$ cat src/rtl/lwm_pkg.sv
package lwm_pkg;
  typedef enum logic [1:0] {
    ST_IDLE = 2'd0,
    ST_ADDR = 2'd1,
    ST_DATA = 2'd2
  } lwm_state_e;

  localparam logic [1:0] SIZE_LONG = 2'b00;
  localparam logic [1:0] SIZE_LINE = 2'b11;
endpackage

$ cat src/rtl/lwm_ign_timer.sv
module lwm_ign_timer #(
  parameter int CNT_W = 4
) (
  input  logic             clk_i,
  input  logic             rst_ni,
  input  logic             load_i,
  input  logic [CNT_W-1:0] load_val_i,
  input  logic             run_i,
  output logic             expired_o
);
  logic [CNT_W-1:0] cnt_q;

  always_ff @(posedge clk_i or negedge rst_ni) begin
    if (!rst_ni)                     cnt_q <= '0;
    else if (load_i)                 cnt_q <= load_val_i;
    else if (run_i && cnt_q != '0)   cnt_q <= cnt_q - 1'b1;
  end

  assign expired_o = (cnt_q == '0);
endmodule

$ cat src/rtl/lwm_addr_step.sv
module lwm_addr_step #(
  parameter int IW = 2
) (
  input  logic          clk_i,
  input  logic          rst_ni,
  input  logic          load_i,
  input  logic [IW-1:0] load_val_i,
  input  logic          step_i,
  output logic [IW-1:0] idx_o
);
  logic [IW-1:0] idx_q;

  // wraps modulo the line length
  always_ff @(posedge clk_i or negedge rst_ni) begin
    if (!rst_ni)      idx_q <= '0;
    else if (load_i)  idx_q <= load_val_i;
    else if (step_i)  idx_q <= idx_q + 1'b1;
  end

  assign idx_o = idx_q;
endmodule

$ cat src/rtl/lwm_fsm.sv
module lwm_fsm
  import lwm_pkg::*;
#(
  parameter int BEATS = 4
) (
  input  logic       clk_i,
  input  logic       rst_ni,
  input  logic       req_i,
  input  logic       ta_i,
  input  logic       tbi_i,
  input  logic       sas_i,
  output lwm_state_e state_o,
  output logic       accept_o,
  output logic       ack_o,
  output logic       last_o,
  output logic       inh_o,
  output logic       done_o
);
  localparam int BW = (BEATS > 1) ? $clog2(BEATS) : 1;

  lwm_state_e    state_q, state_d;
  logic [BW-1:0] beat_q;
  logic          inh_q, done_q, inh_next;

  assign ack_o    = (state_q == ST_DATA) && ta_i && sas_i;
  assign last_o   = ack_o && (beat_q == BW'(BEATS - 1));
  assign accept_o = req_i && ((state_q == ST_IDLE) || last_o);
  // inhibit decided only on the first acknowledge
  assign inh_next = (beat_q == '0) ? tbi_i : inh_q;

  always_comb begin
    state_d = state_q;
    unique case (state_q)
      ST_IDLE: if (accept_o) state_d = ST_ADDR;
      ST_ADDR: state_d = ST_DATA;
      ST_DATA: begin
        if (last_o)     state_d = accept_o ? ST_ADDR : ST_IDLE;
        else if (ack_o) state_d = inh_next ? ST_ADDR : ST_DATA;
      end
      default: state_d = ST_IDLE;
    endcase
  end

  always_ff @(posedge clk_i or negedge rst_ni) begin
    if (!rst_ni) begin
      state_q <= ST_IDLE;
      beat_q  <= '0;
      inh_q   <= 1'b0;
      done_q  <= 1'b0;
    end else begin
      state_q <= state_d;
      done_q  <= last_o;
      if (accept_o) begin
        beat_q <= '0;
        inh_q  <= 1'b0;
      end else if (ack_o) begin
        beat_q <= beat_q + 1'b1;
        inh_q  <= inh_next;
      end
    end
  end

  assign state_o = state_q;
  assign inh_o   = inh_q;
  assign done_o  = done_q;
endmodule

$ cat src/rtl/line_wr_master.sv
module line_wr_master
  import lwm_pkg::*;
#(
  parameter int ADDR_W = 32,
  parameter int DATA_W = 32,
  parameter int BEATS  = 4,
  parameter int ATTR_W = 8,
  parameter int CNT_W  = 4
) (
  input  logic                     clk_i,
  input  logic                     rst_ni,
  input  logic                     req_i,
  input  logic [ADDR_W-1:0]        addr_i,
  input  logic [ATTR_W-1:0]        attr_i,
  input  logic                     lock_i,
  input  logic [DATA_W*BEATS-1:0]  line_i,
  input  logic                     ign_en_i,
  input  logic [CNT_W-1:0]         ign_pri_i,
  input  logic [CNT_W-1:0]         ign_sec_i,
  input  logic                     ta_i,
  input  logic                     tbi_i,
  output logic [ADDR_W-1:0]        addr_o,
  output logic [ATTR_W-1:0]        attr_o,
  output logic [1:0]               size_o,
  output logic                     rnw_o,
  output logic                     start_o,
  output logic                     tip_o,
  output logic                     sas_o,
  output logic [DATA_W-1:0]        data_o,
  output logic                     lock_o,
  output logic                     done_o
);
  localparam int IW     = $clog2(BEATS);
  localparam int LSB    = $clog2(DATA_W / 8);
  localparam int LINE_W = DATA_W * BEATS;

  lwm_state_e        state;
  logic              accept, ack, last, inh, expired;
  logic [IW-1:0]     idx;
  logic [ADDR_W-1:0] base_q;
  logic [ATTR_W-1:0] attr_q;
  logic [LINE_W-1:0] line_q;
  logic              lock_q, en_q;
  logic [CNT_W-1:0]  sec_q;
  logic              tmr_load;
  logic [CNT_W-1:0]  tmr_val;

  lwm_fsm #(.BEATS(BEATS)) u_fsm (
    .clk_i, .rst_ni, .req_i, .ta_i, .tbi_i,
    .sas_i    (sas_o),
    .state_o  (state),
    .accept_o (accept),
    .ack_o    (ack),
    .last_o   (last),
    .inh_o    (inh),
    .done_o   (done_o)
  );

  lwm_addr_step #(.IW(IW)) u_addr (
    .clk_i, .rst_ni,
    .load_i     (accept),
    .load_val_i (addr_i[LSB +: IW]),
    .step_i     (ack),
    .idx_o      (idx)
  );

  // new line loads the primary count, later beats the secondary
  assign tmr_load = accept || (ack && !last);
  assign tmr_val  = accept ? (ign_en_i ? ign_pri_i : '0)
                           : (en_q ? sec_q : '0);

  lwm_ign_timer #(.CNT_W(CNT_W)) u_tmr (
    .clk_i, .rst_ni,
    .load_i     (tmr_load),
    .load_val_i (tmr_val),
    .run_i      (state == ST_DATA),
    .expired_o  (expired)
  );

  always_ff @(posedge clk_i or negedge rst_ni) begin
    if (!rst_ni) begin
      base_q <= '0;
      attr_q <= '0;
      line_q <= '0;
      lock_q <= 1'b0;
      en_q   <= 1'b0;
      sec_q  <= '0;
    end else if (accept) begin
      base_q <= addr_i;
      attr_q <= attr_i;
      line_q <= line_i;
      lock_q <= lock_i;
      en_q   <= ign_en_i;
      sec_q  <= ign_sec_i;
    end else if (last) begin
      lock_q <= 1'b0;
    end
  end

  assign addr_o  = {base_q[ADDR_W-1:LSB+IW], idx, base_q[LSB-1:0]};
  assign attr_o  = attr_q;
  assign data_o  = line_q[int'(idx)*DATA_W +: DATA_W];
  assign size_o  = inh ? SIZE_LONG : SIZE_LINE;
  assign tip_o   = (state != ST_IDLE);
  assign rnw_o   = !tip_o;
  assign start_o = (state == ST_ADDR);
  assign sas_o   = (state == ST_DATA) && expired;
  assign lock_o  = lock_q;

  AST_START_ONE: assert property (@(posedge clk_i) disable iff (!rst_ni)
    start_o |=> !start_o);
  AST_TIP_START: assert property (@(posedge clk_i) disable iff (!rst_ni)
    $rose(tip_o) |-> start_o);
  AST_TIP_DROP: assert property (@(posedge clk_i) disable iff (!rst_ni)
    $fell(tip_o) |-> done_o);
  AST_DONE_ONE: assert property (@(posedge clk_i) disable iff (!rst_ni)
    done_o |=> !done_o);
  AST_IDX_STEP: assert property (@(posedge clk_i) disable iff (!rst_ni)
    (ack && !last) |=> idx == IW'($past(idx) + 1'b1));
  AST_LOCK_IDLE: assert property (@(posedge clk_i) disable iff (!rst_ni)
    !tip_o |-> !lock_o);
endmodule

$ cat config.mk
export PLATFORM = sky130hd
export DESIGN_NAME = line_wr_master
export DESIGN_NICKNAME = d
export VERILOG_FILES = /design/src/rtl/lwm_pkg.sv /design/src/rtl/lwm_ign_timer.sv /design/src/rtl/lwm_addr_step.sv /design/src/rtl/lwm_fsm.sv /design/src/rtl/line_wr_master.sv
export SDC_FILE = /design/constraint.sdc
export NUM_CORES = 1
export LEC_CHECK = 0
export CAP_MARGIN = 5
export CORE_MARGIN = 1.5
export CORE_UTILIZATION = 46
export CTS_CLUSTER_DIAMETER = 50
export DETAILED_ROUTE_END_ITERATION = 7
export PLACE_DENSITY = 0.83
export SYNTH_ARGS = -nofsm -noshare
export SYNTH_HDL_FRONTEND = slang
export SYNTH_SLANG_ARGS = --single-unit
$ cat constraint.sdc
create_clock -name clk_i -period 2.35 [get_ports clk_i]
set_input_delay 0.235 -clock clk_i [delete_from_list [all_inputs] [get_ports clk_i]]
set_output_delay 0.235 -clock clk_i [all_outputs]
set_load 0.01 [all_outputs]
==> Yosys cells after proc, flatten, opt, wreduce, memory -nomap -nowiden <==
Index checks and enable logic that the tools add are counted.
{ "totals": {"reg_bits": 186, "inputBits": 183, "output_inout_bits": 80, "wordCells": 62} }
{ "classes": {"addsub": 3, "eq_ne": 5, "shifts": 1, "mux": 21, "n_reduce_logical": 20} }
{ "ops": {"columns": ["operator", "n"], "rows": [
  ["128-bit by 8-bit indexed part select with 32-bit output", 1],
  ["4-bit two-way mux", 5],
  ["2-bit two-way mux", 9],
  ["2-bit nonzero test", 4],
  ["1-bit logical AND", 7],
  ["1-bit two-way mux", 6],
  ["2-bit case mux with 3 select lines", 1],
  ["2-bit by 1-bit adder with 2-bit output (second input constant)", 2],
  ["2-bit equality test (second input constant)", 2],
  ["2-bit logical NOT", 2],
  ["4-bit logical NOT", 1],
  ["4-bit nonzero test", 1],
  ["4-bit by 1-bit subtractor with 4-bit output (second input constant)", 1],
  ["3-bit != test (second input constant)", 1],
  ["2-bit by 1-bit equality test with 1-bit output (second input constant)", 1],
  ["1-bit logical NOT", 2],
  ["1-bit logical OR", 2],
  ["2-bit != test (second input constant)", 1],
  ["2-bit AND reduction", 1]
]} }

==> Logic depth before layout (Yosys ltp) <==
Gate-level depths: netlist (run 1).
{ "depth": {"depth_word": 9, "depth_mapped": 9, "ltp_nobuf": 6} }

==> Hierarchy <==
Synthesis (run 1) repeated with hierarchy kept, for this count alone.
{ "unflattened": {"cells_unflattened": 486, "hier_area_um2": 7985.2} }
{ "modules_own_cells": {"columns": ["mod", "instances", "cells_each", "area_per_inst_um2", "seq_area_each_um2"], "rows": [
  ["line_wr_master", 1, 420, 7320.8, 4304.1],
  ["lwm_fsm", 1, 30, 311.5, 150.1],
  ["lwm_ign_timer", 1, 27, 252.7, 100.1],
  ["lwm_addr_step", 1, 9, 100.1, 50.0]
]} }

==> Worst setup path before layout (run 1) <==
Ideal clock, no wire load.
{ "synth_path": {"path_type": "reg-to-reg", "startpoint": "register u_tmr.cnt_q[0]", "endpoint": "register lock_q, in the netlist lock_o", "setup_time_ns": 0.121, "arrival_time_ns": 1.595, "t_required_ns": 2.229, "slack_ns": 0.634, "path_stages_with_launch": 9, "path_buffers": 2, "period_less_slack_ns": 1.716, "path_cell_list": "dfrtp_1 inv_1 ha_1 nor3b_4 a41o_1 buf_4 buf_4 nor2_1 a22o_1"} }
{ "synth_between": {"elab_chain_cells": 7, "word_cells_on_any_way": 8, "classes_between": "1 x mux; 7 x reduce/logical"} }
{ "synth_rtl": {"columns": ["item", "line", "source"], "rows": [
  ["start: declaration", "lwm_ign_timer.sv:11", "logic [CNT_W-1:0] cnt_q;"],
  ["start signal: assignment", "lwm_ign_timer.sv:15", "else if (load_i) cnt_q <= load_val_i;"],
  ["start signal: assignment", "lwm_ign_timer.sv:16", "else if (run_i && cnt_q != '0) cnt_q <= cnt_q - 1'b1;"],
  ["4-bit logical NOT (*)", "lwm_ign_timer.sv:19", "assign expired_o = (cnt_q == '0);"],
  ["1-bit logical AND (*)", "line_wr_master.sv:107", "assign sas_o = (state == ST_DATA) && expired;"],
  ["1-bit logical AND (*)", "lwm_fsm.sv:25", "assign ack_o = (state_q == ST_DATA) && ta_i && sas_i;"],
  ["1-bit logical AND (*)", "lwm_fsm.sv:26", "assign last_o = ack_o && (beat_q == BW'(BEATS - 1));"],
  ["1-bit logical OR", "lwm_fsm.sv:27", "assign accept_o = req_i && ((state_q == ST_IDLE) || last_o);"],
  ["1-bit logical AND", "lwm_fsm.sv:27", null],
  ["1-bit two-way mux / 2-bit nonzero test (equally long branches)", null, null],
  ["end signal: assignment", "line_wr_master.sv:92", "lock_q <= lock_i;"],
  ["end: declaration", "line_wr_master.sv:43", "logic lock_q, en_q;"]
]} }
Mark *: on every way between the ends. The rest lies on a longest branch, timed or not.
A chain may end at the register's enable or synchronous reset.

==> Final worst setup path (run 1) <==
{ "layout_path": {"startpoint": "register u_addr.idx_q[1], in the netlist u_addr.idx_o[1]", "endpoint": "output data_o[1]"} }
{ "layout_between": {"elab_chain_cells": 1} }
{ "layout_rtl": {"columns": ["item", "line", "source"], "rows": [
  ["start: declaration", "lwm_addr_step.sv:11", "logic [IW-1:0] idx_q;"],
  ["start signal: assignment", "lwm_addr_step.sv:16", "else if (load_i) idx_q <= load_val_i;"],
  ["start signal: assignment", "lwm_addr_step.sv:17", "else if (step_i) idx_q <= idx_q + 1'b1;"],
  ["128-bit by 8-bit indexed part select with 32-bit output", "line_wr_master.sv:102", "assign data_o = line_q[int'(idx)*DATA_W +: DATA_W];"],
  ["end: declaration", "line_wr_master.sv:29", "output logic [DATA_W-1:0] data_o,"]
]} }
No other way between the ends.

==> run metrics, run 1 <==
Synth Area in Simple Gates=0.265; Reg power frac=0.359; sequential element share of the synthesized area=0.570; met1 WL=8840 um; Critical Path RT=2.12 ns; Critical R2R Capture=line_q[57]$_DFFE_PN0N_; Finish-stage setup viols=0; initial DRC count=496; Root Driver=clkbuf_16; Via Count=6876; routed len/inst=15.7 um; Final Hold Fails=0; max cap viols=0; Antenna diodes=0; hpwl dp=15100 um; Synth Area per Inst=9.43 sq um; Die Span X=136 um; most common cell after layout, fill and taps aside=nand2_1; I/O Pins=263; Final #Nets=1314; PnR worst setup slack=0.0832 ns; DR pass1 iterations=5; antenna violations before repair=0; Final Skew=0.00755 ns; RSZ-0062 raised after global routing=no; mux share of post-synthesis cell area=0.0904; htree depth=4; adder-cell area share of the yosys netlist=0.00619; post-synth cell types=40; Cell Area, Placed=0.0111 sq mm; syn nets=1044; pin count of the biggest net entering global routing=138; # rows=48; CP max stage cell=clkdlybuf4s50_1; largest family of logic cells by synthesized area=simple AND/OR/NAND/NOR gates; clock buffer depth=2; Worst Setup EP=data_o[1]; WP depth=3; Critical Path Source Type=register; Pwr Density=1300 mW/mm^2; Pint=10.3 mW; CP Buf/Inv Count=2; Clock Sink Count=184; worst r2r path cells=8; most frequent cells in the layout=nand2_1, clkdlybuf4s50_1, dfrtp_1; Vias/cell=5.04; DRC errors left=0; Peak VDD IR=0.000615 V; post-route cell area=0.0119 sq mm; max-slew violation count=0; xor/xnor share of the synthesized area=0.00434; Max Freq=441 MHz; Die ar.=0.0184 sq mm; area grow syn2layout=46.7%; Net Switching=5.18 mW; grt total ovfl=0; Top Metal Used=met4; Ys Warns=0; CTS tree=built; hold crit path type=primary input to async pin; CP Cell Sequence=buf_4 -> mux4_2 -> clkdlybuf4s50_1; Crit Path Category=register to primary output; netlist area before placement=0.00808 sq mm; Layout Utilization=0.688; CP Max Fanout=14; Logic pwr share=0.439; Post-Syn Instances=857; Total GRT Usage=0.238; ys async rst share=1.00; Compound-Gate Fraction of Synth Area=0.0217; number of synthesized flops with an enable pin=0; run status=finished clean; Post-Place Setup Slack=0.178 ns; LEAKAGE=5.96 nW; CTS buffer count=17; ys flop type=dfrtp_1; Routed met2 length=10600 um; #FFs+latches synth=184; core footprint=0.0172 sq mm; switching share of total power=0.335; Skew-Pair Late Insertion Delay=0.41 ns; vias in the first global route=6880; Slew @ Worst Pin=0.672 ns; starting density of the core=0.469; flop-to-flop setup slack=0.15 ns; Setup crit end kind=primary output; Clk network pwr share=0.202; crit-path max cell delay=0.50 ns; layout cells sized above 1=0.0948; Tot Pwr=15.5 mW; Tcrit/Tclk final=0.965; port bufs=262; Max transition margin=0.552; delay-heaviest family, CP=buffers and inverters; R2R Path Start=u_tmr.cnt_q[0]$_DFFE_PN0P_; DRT Wirelength=21400 um; Critical Path AT=2.03 ns; gpl congestion=0.875; Clock transition at path regs=0.06 ns; Period minus WS final=2.27 ns; ANT nets after route=0; Die Y=136 um; first-pass GRT wire length=33800 um; met3 WL=1500 um; crit path launch=u_addr.idx_o[1]$_DFFE_PN0P_; Setup TNS Final=0 ns
area by class of cell:
class,count,area (sq um)
Clock buffer,24,482
Inverter,9,33.8
Tap cell,225,282
Sequential cell,184,4610
Fill cell,1319,5380
Clock inverter,7,165
Multi-Input combinational cell,615,3150
Timing Repair Buffer,300,3130
worst min-delay path by stage:
stage / to / slack [ns] / cells after the start / startpoint
floorplan: attr_o[0]$_DFFE_PN0N_ / -0.06 / 0 / rst_ni
global placement: base_q[21]$_DFFE_PN0N_ / 0.21 / 1 / rst_ni
detailed placement: base_q[28]$_DFFE_PN0N_ / 0.21 / 1 / rst_ni
CTS: base_q[25]$_DFFE_PN0N_ / 0.32 / 2 / rst_ni
global route: base_q[8]$_DFFE_PN0N_ / 0.33 / 3 / addr_i[8]
finish: base_q[25]$_DFFE_PN0N_ / 0.32 / 2 / rst_ni
kinds of logic (layout without fill, tap and decap cells):
group,Yosys count,in the layout
and+or+nand+nor,550,550
DFF,184,184
buffers and inverters,58,340
muxes,33,33
AOI/OAI and AO/OA,24,24
adders and majority gates,4,4
xor gates and xnor gates,4,4
sequential cells by signal (all words and copies together) (netlist names):
name and cells:
lock_o 1, u_fsm.beat_q 2, u_fsm.inh_o 1, sec_q 4, u_addr.idx_o 2, u_fsm.done_o 1, base_q 30, line_q 128
u_tmr.cnt_q 4, attr_o 8, en_q 1, u_fsm.state_o 2
layer usage:
metal  track usage  up-vias
li1              -     3242
met1         0.301     3345
met2         0.388      253
met3        0.0658       36
met4        0.0950        0
met5             0        -
per-stage QoR:
stage | std cells | hold WS, ns
global route | 1364 | 0.333
finish | 1364 | 0.323
detailed placement | 1324 | 0.209
CTS | 1359 | 0.319
global placement | 1324 | 0.209
floorplan | 857 | -0.0606
power groups by stage:
stage / logic, mW / clock network [mW] / registers, mW
2_1_floorplan: 3.67 / 0 / 5.47
3_3_place_gp: 6.71 / 0 / 5.50
3_5_place_dp: 6.89 / 0 / 5.56
4_1_cts: 6.89 / 3.18 / 5.54
5_1_grt: 7.41 / 3.34 / 5.71
6_report: 6.79 / 3.12 / 5.54
repair_timing:
| action | in CTS | in global routing |
|---|---|---|
| hold endpoints to repair | 43 | 0 |
| setup buffers | 3 | 5 |
| hold buffers | 1 | 0 |
| pin swaps | 0 | 0 |
| gates resized for setup | 5 | 20 |
| endpoints found under the setup margin | 14 | 24 |
Yosys cell counts, types with 2 or more instances:
library cell  instances  area, sq um
nand2_1             523         1960
dfrtp_1             184         4600
mux4_2               32          721
buf_2                28          140
buf_6                11          124
inv_1                 9         33.8
clkbuf_1              7         26.3
nor2_1                7         26.3
a21oi_1               5         25.0
ha_1                  4         50.1
xnor2_1               4         35.0
a32oi_1               3         26.3
buf_4                 3         22.5
nand3_1               3         15.0
nor2b_1               3         18.8
o21ai_0               3         15.0
a31o_2                2         17.5
a31oi_1               2         12.5
and3_1                2         12.5
nor3_1                2         10.0
Power figures use the tool's default switching activity.
==> run 2, diff against run 1 <==
--- a/config.mk
+++ b/config.mk
@@ -7,10 +7,10 @@
 export LEC_CHECK = 0
 export CAP_MARGIN = 5
 export CORE_MARGIN = 1.5
-export CORE_UTILIZATION = 46
+export CORE_UTILIZATION = 35
 export CTS_CLUSTER_DIAMETER = 50
 export DETAILED_ROUTE_END_ITERATION = 7
-export PLACE_DENSITY = 0.83
+export PLACE_DENSITY = 0.67
 export SYNTH_ARGS = -nofsm -noshare
 export SYNTH_HDL_FRONTEND = slang
 export SYNTH_SLANG_ARGS = --single-unit
==> run 2 against run 1 <==
Clock skew up 0.0023 ns. Final cell count is 4.3% higher. Global-route usage fell by 5.2 points. Setup slack about the same. Critical path depth stayed put. Sequential share of layout area rose by 0.18 points. Worst hold slack better by 0.0062 ns. Power shrank 2.2%. Critical path type unchanged. Highest routed layer unchanged.
==> run metrics, run 2 (same netlist as run 1, synthesis figures left out) <==
CP Max Fanout=14 (unchanged); port bufs=262 (unchanged); hpwl dp=15200 um (was 15100 um); Cell Area, Placed=0.0111 sq mm (about the same); flop-to-flop setup slack=0.30 ns (was 0.15 ns); DRT Wirelength=21700 um (was 21400 um); Setup crit end kind=primary output (unchanged); ANT nets after route=0 (unchanged); final non-filler cell total=1423 (was 1364); hold crit path type=primary input to register (was primary input to async pin); grt total ovfl=0 (unchanged); routed len/inst=15.2 um (was 15.7 um); crit-path max cell delay=0.53 ns (was 0.50 ns); Pwr Density=1280 mW/mm^2 (was 1300 mW/mm^2); Largest Register=line_q (unchanged); vias in the first global route=6822 (was 6880); most common cell after layout, fill and taps aside=nand2_1 (unchanged); Skew-Pair Late Insertion Delay=0.42 ns (was 0.41 ns); Clock transition at path regs=0.07 ns (was 0.06 ns); CTS tree=built (unchanged); starting density of the core=0.357 (was 0.469); DR pass1 iterations=4 (was 5); Max Freq=441 MHz (about the same); antenna violations before repair=0 (unchanged); Die Span X=155 um (was 136 um); # rows=55 (was 48); CTS buffer count=17 (unchanged); Slew @ Worst Pin=0.593 ns (was 0.672 ns); core footprint=0.0226 sq mm (was 0.0172 sq mm); Final Skew=0.00983 ns (was 0.00755 ns); run status=finished clean (unchanged); layout cells sized above 1=0.0967 (was 0.0948); Setup TNS Final=0 ns (unchanged); max FFs per register=128 (unchanged); Final Hold Fails=0 (unchanged); final-layout fill cell count=2078 (was 1319); I/O Pins=263 (unchanged); Critical R2R Capture=attr_o[0]$_DFFE_PN0N_ (was line_q[57]$_DFFE_PN0N_); Root Driver=clkbuf_16 (unchanged); worst r2r path cells=9 (was 8); Vias/cell=4.69 (was 5.04); most frequent cells in the layout=nand2_1, clkdlybuf4s50_1, dfrtp_1 (unchanged); area grow syn2layout=46.0% (was 46.7%); Finish-stage setup viols=0 (unchanged); WHS Endpoint=base_q[0]$_DFFE_PN0N_; CP Cell Sequence=buf_12 -> mux4_2 -> clkdlybuf4s50_1 (was buf_4 -> mux4_2 -> clkdlybuf4s50_1); Die Y=155 um (was 136 um); Crit Path Category=register to primary output (unchanged); Critical Path Source Type=register (unchanged); htree depth=4 (unchanged); Tcrit/Tclk final=0.965 (about the same); Critical Path RT=2.12 ns (about the same); Clock Sink Count=184 (unchanged); Max transition margin=0.605 (was 0.552); pin count of the biggest net entering global routing=82 (was 138); R2R Path Start=u_tmr.cnt_q[0]$_DFFE_PN0P_ (unchanged); Peak VDD IR=0.000614 V (was 0.000615 V); max-slew violation count=0 (unchanged); Post-Place Setup Slack=0.320 ns (was 0.178 ns); Placed Cells=1385 (was 1324); gpl congestion=0.884 (was 0.875); first-pass GRT wire length=34800 um (was 33800 um); Total GRT Usage=0.185 (was 0.238); beginning of the worst hold path=addr_i[0]; Die ar.=0.0240 sq mm (was 0.0184 sq mm); Hold Crit Depth=3; LEAKAGE=5.82 nW (was 5.96 nW); max cap viols=0 (unchanged); Critical Path AT=2.03 ns (about the same); post-route cell area=0.0118 sq mm (was 0.0119 sq mm); RSZ-0062 raised after global routing=no (unchanged); Hold Slack=0.329 ns (was 0.323 ns); PnR worst setup slack=0.0828 ns (was 0.0832 ns); CP max stage cell=mux4_2 (was clkdlybuf4s50_1); Via Count=6676 (was 6876); Final #Nets=1313 (was 1314); initial DRC count=283 (was 496); clock buffer depth=2 (unchanged); Antenna diodes=0 (unchanged); DRC errors left=0 (unchanged); Period minus WS final=2.27 ns (about the same)
-- run 2: cell count changes in the layout (fill, tap and decap cells not counted), sizes merged, moves of 2 or more --
cell | before | now
dlymetal6s2s | 19 | 7
dlygate4sd2 | 5 | 17
clkinv | 0 | 3
inv | 9 | 13
bufinv | 5 | 3
clkbuf | 25 | 20
-- run 2: what timing repair did --
item / in CTS / in global routing
hold buffers: 1 / 0
pin swaps: 0 / 0
buffers inserted: 1 / 5
setup endpoints to repair: 18 / 13
gates resized for setup: 17 / 8
endpoints found under the hold margin: 61 / 0
-- run 2: layout make-up --
| class | count | area [sq um] | share of cell area |
|---|---|---|---|
| Inverter | 9 | 33.8 | 0.00286 |
| Tap cell | 285 | 357 | 0.0302 |
| Timing Repair Buffer | 299 | 3040 | 0.258 |
| Clock inverter | 12 | 165 | 0.0140 |
| Multi-Input combinational cell | 615 | 3150 | 0.267 |
| Clock buffer | 19 | 443 | 0.0375 |
| Sequential cell | 184 | 4610 | 0.390 |
-- run 2: worst max-delay path by stage --
stage                                 from  depth (start not counted)                endpoint  slack (ns)
3_5_place_dp                         req_i                          6      lock_o$_DFFE_PN0P_        0.32
4_1_cts        u_addr.idx_o[0]$_DFFE_PN0P_                          3              data_o[28]       0.004
5_1_grt        u_addr.idx_o[0]$_DFFE_PN0P_                          3              data_o[18]       0.005
2_1_floorplan   u_tmr.cnt_q[0]$_DFFE_PN0P_                          8      lock_o$_DFFE_PN0P_        0.63
3_3_place_gp                         req_i                          6  base_q[20]$_DFFE_PN0N_        0.35
6_report       u_addr.idx_o[0]$_DFFE_PN0P_                          3              data_o[18]        0.08
-- run 2: critical path, delay by kind of cell, from the launching register on --
| kind | cells | cell delay [ns] |
|---|---|---|
| muxes | 1 | 0.53 |
| buffers and inverters | 2 | 0.67 |
| DFF | 1 | 0.41 |
-- run 2: where the power goes --
| group | switching (mW) | internal [mW] | leakage (nW) | total (mW) |
|---|---|---|---|---|
| clock | 1.28 | 1.72 | 0.292 | 2.99 |
| sequential | 0.835 | 4.66 | 2.28 | 5.50 |
| combinational | 3.13 | 3.48 | 3.25 | 6.61 |
-- run 2: stage by stage --
stage | utilization | power (mW)
floorplan | - | 9.14
global placement | 0.492 | 12.3
detailed placement | 0.492 | 12.4
CTS | 0.519 | 15.3
global route | 0.521 | 16.2
finish | 0.521 | 15.1
-- run 2: layer usage --
| layer | GRT usage | up-vias | part of all wire |
|---|---|---|---|
| met5 | 0 | - | 0 |
| met1 | 0.235 | 3207 | 0.44 |
| met4 | 0.0604 | 0 | 0.015 |
| li1 | - | 3242 | - |
| met3 | 0.0557 | 18 | 0.072 |
| met2 | 0.304 | 209 | 0.47 |
